--- src/rtl/amg_pkg.sv ---
package amg_pkg;
  typedef enum logic [1:0] {
    AMG_POST_INC = 2'b00,
    AMG_POST_DEC = 2'b01,
    AMG_PRE_DEC  = 2'b10,
    AMG_RSVD     = 2'b11
  } amg_mode_e;
endpackage

--- src/rtl/amg_step_unit.sv ---
module amg_step_unit
  import amg_pkg::*;
#(
  parameter int AW = 16
) (
  input  amg_mode_e         mode_i,
  input  logic              two_word_i,
  input  logic              modulo_en_i,
  input  logic [AW-1:0]     base_i,
  input  logic [AW-1:0]     start_i,
  input  logic [AW-1:0]     end_i,
  output logic [AW-1:0]     eff_addr_o,
  output logic [AW-1:0]     next_base_o,
  output logic              wrap_hit_o
);
  // Step size in bytes: one word moves 2, two words move 4.
  function automatic logic [AW-1:0] step_amount(input logic two_w);
    return two_w ? AW'(4) : AW'(2);
  endfunction

  // End bound with the low bits covered by the step cleared.
  function automatic logic [AW-1:0] masked_end(input logic [AW-1:0] e,
                                               input logic two_w);
    return two_w ? {e[AW-1:2], 2'b00} : {e[AW-1:1], 1'b0};
  endfunction

  logic [AW-1:0] step_w;
  logic [AW-1:0] inc_w;
  logic [AW-1:0] dec_w;
  logic          post_mode_w;

  assign step_w      = step_amount(two_word_i);
  assign inc_w       = base_i + step_w;
  assign dec_w       = base_i - step_w;
  assign post_mode_w = (mode_i == AMG_POST_INC) || (mode_i == AMG_POST_DEC);
  assign wrap_hit_o  = modulo_en_i && post_mode_w &&
                       (base_i == masked_end(end_i, two_word_i));

  always_comb begin
    eff_addr_o  = base_i;
    next_base_o = base_i;
    unique case (mode_i)
      AMG_POST_INC: next_base_o = wrap_hit_o ? start_i : inc_w;
      AMG_POST_DEC: next_base_o = wrap_hit_o ? start_i : dec_w;
      AMG_PRE_DEC: begin
        eff_addr_o  = dec_w;
        next_base_o = dec_w;
      end
      default: next_base_o = base_i;
    endcase
  end
endmodule

--- src/rtl/amg_access_check.sv ---
module amg_access_check
  import amg_pkg::*;
#(
  parameter int RW     = 4,
  parameter int SP_IDX = 15
) (
  input  logic          valid_i,
  input  amg_mode_e     mode_i,
  input  logic          is_store_i,
  input  logic          two_word_i,
  input  logic [RW-1:0] base_idx_i,
  input  logic [RW-1:0] dest_idx_i,
  output logic          illegal_o,
  output logic          dest_clash_o,
  output logic          wb_allow_o
);
  localparam logic [RW-1:0] SP = RW'(SP_IDX);

  logic [RW-1:0] dest_next_w;
  logic          base_is_sp_w;
  logic          bad_form_w;

  assign dest_next_w  = dest_idx_i + RW'(1);
  assign base_is_sp_w = (base_idx_i == SP);

  always_comb begin
    unique case (mode_i)
      AMG_PRE_DEC:  bad_form_w = !base_is_sp_w;
      AMG_POST_DEC: bad_form_w = is_store_i && base_is_sp_w;
      AMG_RSVD:     bad_form_w = 1'b1;
      default:      bad_form_w = 1'b0;
    endcase
  end

  assign illegal_o    = valid_i && bad_form_w;
  assign dest_clash_o = !is_store_i &&
                        ((base_idx_i == dest_idx_i) ||
                         (two_word_i && (base_idx_i == dest_next_w)));
  assign wb_allow_o   = valid_i && !bad_form_w && !dest_clash_o;
endmodule

--- src/rtl/amg_modulo_agu.sv ---
module amg_modulo_agu
  import amg_pkg::*;
#(
  parameter int AW     = 16,
  parameter int RW     = 4,
  parameter int SP_IDX = 15
) (
  input  logic          clk,
  input  logic          rst_n,
  input  logic          req_valid,
  input  logic [1:0]    mode,
  input  logic          is_store,
  input  logic          two_word,
  input  logic [RW-1:0] base_idx,
  input  logic [RW-1:0] dest_idx,
  input  logic [AW-1:0] base_val,
  input  logic [AW-1:0] mod_start,
  input  logic [AW-1:0] mod_end,
  input  logic          modulo_en,
  output logic [AW-1:0] eff_addr,
  output logic [AW-1:0] new_base,
  output logic          illegal,
  output logic          wb_en,
  output logic [RW-1:0] wb_idx,
  output logic [AW-1:0] wb_data
);
  amg_mode_e mode_w;
  logic      wrap_hit;
  logic      dest_clash;
  logic      wb_allow;

  assign mode_w = amg_mode_e'(mode);

  amg_step_unit #(.AW(AW)) u_step (
    .mode_i      (mode_w),
    .two_word_i  (two_word),
    .modulo_en_i (modulo_en),
    .base_i      (base_val),
    .start_i     (mod_start),
    .end_i       (mod_end),
    .eff_addr_o  (eff_addr),
    .next_base_o (new_base),
    .wrap_hit_o  (wrap_hit)
  );

  amg_access_check #(.RW(RW), .SP_IDX(SP_IDX)) u_check (
    .valid_i      (req_valid),
    .mode_i       (mode_w),
    .is_store_i   (is_store),
    .two_word_i   (two_word),
    .base_idx_i   (base_idx),
    .dest_idx_i   (dest_idx),
    .illegal_o    (illegal),
    .dest_clash_o (dest_clash),
    .wb_allow_o   (wb_allow)
  );

  always_ff @(posedge clk or negedge rst_n) begin
    if (!rst_n) begin
      wb_en   <= 1'b0;
      wb_idx  <= '0;
      wb_data <= '0;
    end else begin
      wb_en   <= wb_allow;
      wb_idx  <= base_idx;
      wb_data <= new_base;
    end
  end
endmodule

--- config.mk ---
export PLATFORM = sky130hd
export DESIGN_NAME = amg_modulo_agu
export DESIGN_NICKNAME = d
export VERILOG_FILES = /design/src/rtl/amg_pkg.sv /design/src/rtl/amg_step_unit.sv /design/src/rtl/amg_access_check.sv /design/src/rtl/amg_modulo_agu.sv
export SDC_FILE = /design/constraint.sdc
export NUM_CORES = 1
export LEC_CHECK = 0
export ABC_AREA = 1
export BUFFER_PORTS_ARGS = -buffer_cell sky130_fd_sc_hd__buf_4
export CAP_MARGIN = 0
export CORE_AREA = 2 2 76 78
export CTS_BUF_LIST = sky130_fd_sc_hd__clkbuf_4 sky130_fd_sc_hd__clkbuf_8 sky130_fd_sc_hd__clkbuf_16
export DETAILED_ROUTE_END_ITERATION = 12
export DIE_AREA = 0 0 78 80
export PLACE_DENSITY_LB_ADDON = 0.1
export SYNTH_ARGS = -nofsm -noshare
export SYNTH_HDL_FRONTEND = slang
export SYNTH_HIERARCHICAL = 1
export SYNTH_SLANG_ARGS = --single-unit
--- constraint.sdc ---
create_clock -name clk -period 4.57 [get_ports clk]
set_input_delay 0.457 -clock clk [delete_from_list [all_inputs] [get_ports clk]]
set_output_delay 0.457 -clock clk [all_outputs]
set_load 0.01 [all_outputs]
Yosys cells after proc, flatten, opt, wreduce, memory -nomap -nowiden
Index checks and enable logic that the tools add are counted.
- flip-flop bits (word level): 21
- input bits: 64
- output and inout bits: 54
- logic and storage cells: 35
- add/sub/neg operators: 3
- eq/ne operators: 7
- mux-type cells: 7
- reductions and logical operators: 15
- operators with widths (kind ; count):
    2-to-1 mux 16 bit ; 3
    one-hot mux 16 bit (3 select lines) ; 1
    adder 16 bit ; 1
    equality test 16 bit ; 1
    subtractor 16 bit ; 1
    equality test 4 bit ; 2
    logical AND 1 bit ; 8
    adder 4 x 1 -> 4 bit (second input constant) ; 1
    equality test 2 bit (second input constant) ; 2
    equality test 4 bit (second input constant) ; 1
    zero test 1 bit ; 4
    2-to-1 mux 3 bit ; 1
    one-hot mux 1 bit (3 select lines) ; 1
    equality test 2 x 1 -> 1 bit (second input constant) ; 1
    zero test 2 bit ; 1
    logical OR 1 bit ; 2
    2-to-1 mux 2 bit ; 1

Depth between registers and ports, before layout
- depth after elaboration: 7
- mapped depth: 16
- gate-level depth less buffers: 16

Hierarchy
The synthesis kept the hierarchy.
- modules (own cells, without submodules) (module ; instances ; cells an instance ; area each (um^2)):
    amg_step_unit ; 1 ; 398 ; 2024.4
    amg_modulo_agu ; 1 ; 21 ; 525.5
    amg_access_check ; 1 ; 49 ; 261.5

Worst setup path after synthesis
OpenSTA, ideal clock, no wires.
- kind: input to output
- start: input port two_word
- end: output port new_base[11]
- arrival time: 2.101 ns
- data required time: 4.113 ns
- path slack: 2.012 ns
- cell stages on the path: 15
- buffers on the path: 0
- path through: inv_1 > ha_1 > inv_1 > fa_1 > nor2_1 > nand2_1 > nor2_4 > nand2_2 > clkinv_1 > nand2_1 > nand3_1 > nand2_1 > nand3b_1 > nand2_1 > inv_1
- cells in the longest elaborated chain, start to end: 5
- elaborated cells on any way between the ends: 9
- those cells by class: 2 x add/sub; 1 x eq/ne; 5 x mux; 1 x reduce/logical
- RTL lines (what ; RTL line ; text):
    start: declaration ; amg_modulo_agu.sv:13 ; input logic two_word,
    parallel branches: the longest is 4 deep, another holds subtractor 16 bit ; - ;
    one-hot mux 16 bit (3 select lines) * ; amg_step_unit.sv:42 ; unique case (mode_i)
    end: declaration ; amg_modulo_agu.sv:21 ; output logic [AW-1:0] new_base,
Mark *: on every way between the ends.

Worst setup path in the final report
Ends and elaborated chain as after synthesis.

==> out/metrics.cfg <==
[clock_tree]
post_cts_buffers = 0
clock_sinks = 21
path_clk_slew_ns = 0.08
cts_made_buffers = 3
htreeDepth = 1
clk_path_buf_depth = 2
cts_tree = done
root_buffer = clkbuf_8
ctsHoldBuffers = 0
cts_resized = 0

[pwr]
p_leak_nw = 2.02
switching_power_mw = 0.252
ir_drop_mv = 0.104
internal_power_mw = 0.412
pwr-share-comb = 0.504
p_seq_frac = 0.313
p_per_area_nw_per_um2 = 180
p_clk_frac = 0.183
netSwitchingFraction = 0.379

[die]
die_x_um = 78
coreArea_um2 = 5410
die_h_um = 80
start_util = 0.519
die_area_um2 = 6240
pin_count = 118
std_cell_rows = 27

[timing]
slew_headroom = 0.239
fin_hold_ws_ns = 0.0575
finalSetupViolCount = 0
tightest_slew_ns = 1.14
fin_tns_setup_ns = 0
period_share = 0.705
slew_viol_final = 0
final.min_clock_period_ns = 3.22
max_freq_mhz = 310
rsz0062_at_grt = no
hold_violations = 0

[final_layout]
drive_above_1_share = 0.291
antenna_cells = 0
multiInputGateArea_um2 = 1870
fin_nets = 642
register_area_um2 = 526
final_util = 0.682
fillCellCount = 507
area_delta_synth_final_pct = 31.5
stdcell_count = 642

[place]
dp_cells = 638
io_buffers = 116
finalWeightedCongestion = 0.941
place_hpwl_um = 7630

[detailed_routing]
ant_nets = 0
wire_per_inst_um = 14.4
wl_um = 9230
viasPerCell = 5.38
vias = 3451
first_iter_violations = 216
drt_pre_antenna_iters = 5
drc = 0

[critical_path]
crit_chain = buf_4 -> inv_1 -> ha_1 -> inv_1 -> fa_1 -> nor2_1 -> nand2_1 -> nor2_4 -> nand2_2 -> clkinv_1 -> nand2_1 -> nand3_1 -> nand2_1 -> nand3b_1 -> nand2_1 -> inv_1 -> buf_4
path_delay_family = simple AND/OR/NAND/NOR gates
critPathKind = input pin to output pin
startpoint_type = input pin
cp_slowest_cell = fa_1
crit_top_cell = nand2_1
worst-path-max-fanout = 5
cpPeakStageDelay_ns = 0.43
critPathArrivalTime_ns = 2.76
critPathRequiredTime_ns = 4.11
endpoint_kind = output pin
critical_path_buf_inv_count = 6

[global_routing]
grt_pass1_wl_um = 15100
grtUsageTotal = 0.301
grt_use_met3 = 0.0170
grt_util_met2 = 0.523
grt_pass1_vias = 3264
grtUsageMet1 = 0.396
overflow = 0
grt_start_max_net_pins = 23
antenna_found_initial = 0
grt.busiest_layer = met2

[synth]
postSynthAreaPerCell_um2 = 6.00
synthCells = 467
synth_nets = 538
syn_area_um2 = 2800
yosysWarnings = 6

[hold_path]
hold_path.class = input pin to async pin

[run_status]
status = complete, no violations

[run]
max-cap-violations = 0

[area by class of cell]
type	count	share of cell area
Multi-Input combinational cell	358	0.508
Timing Repair Buffer	118	0.240
Sequential cell	21	0.143
Inverter	69	0.0720
Tap cell	72	0.0244
Clock buffer	3	0.0112
Clock inverter	1	0.00136
[cell usage in the layout (no fill, tap or decap), types with 2 or more instances in the layout]
cell	n
nor2_4	3
nand2_2	8
dfrtp_1	21
nor2_2	6
nor3_2	3
nand4_1	22
fa_1	2
nor3_1	8
buf_4	118
inv_2	7
clkbuf_8	3
inv_1	58
nor2_1	34
nand3_2	3
o21ai_0	25
nand3_1	54
xor2_1	14
inv_4	2
xnor2_1	6
a21oi_2	2
or2_2	5
ha_1	5
o21ai_1	4
clkinv_2	2
o21bai_1	2
nand2_1	142
[metal layers]
| layer | vias up | wire (um) |
|---|---|---|
| li1 | 1689 | - |
| met1 | 1576 | 3920 |
| met2 | 171 | 4340 |
| met3 | 15 | 766 |
| met4 | 0 | 211 |
| met5 | - | 0 |
[state kept, by name, summed over array words and instances (netlist names)]
signal	cells
wb_idx	4
wb_en	1
wb_data	16
[worst max path at each step]
stage | from | to | slack [ns] | cells past startpoint
global route | two_word | new_base[11] | 1.17 | 17
CTS | two_word | new_base[11] | 1.37 | 17
detailed placement | two_word | new_base[11] | 1.38 | 17
floorplan | two_word | new_base[11] | 2.01 | 15
finish | two_word | new_base[11] | 1.35 | 17
global placement | two_word | new_base[11] | 1.42 | 17
[metrics by stage]
stage               cell area [um^2]  total power, mW  setup slack, ns
finish                          3680            0.664             1.35
global route                    3680            0.708             1.17
CTS                             3680            0.665             1.37
detailed placement              3640            0.544             1.38
global placement                3640            0.536             1.42
floorplan                       2800            0.386             2.01
[power by group through the flow]
| stage | registers, mW | clock network [mW] | logic [mW] |
|---|---|---|---|
| floorplan | 0.222 | 0 | 0.164 |
| global placement | 0.211 | 0 | 0.325 |
| detailed placement | 0.212 | 0 | 0.332 |
| CTS | 0.208 | 0.124 | 0.333 |
| global route | 0.209 | 0.132 | 0.367 |
| finish | 0.208 | 0.121 | 0.335 |
No activity file was read; power rests on OpenSTA's default activity.
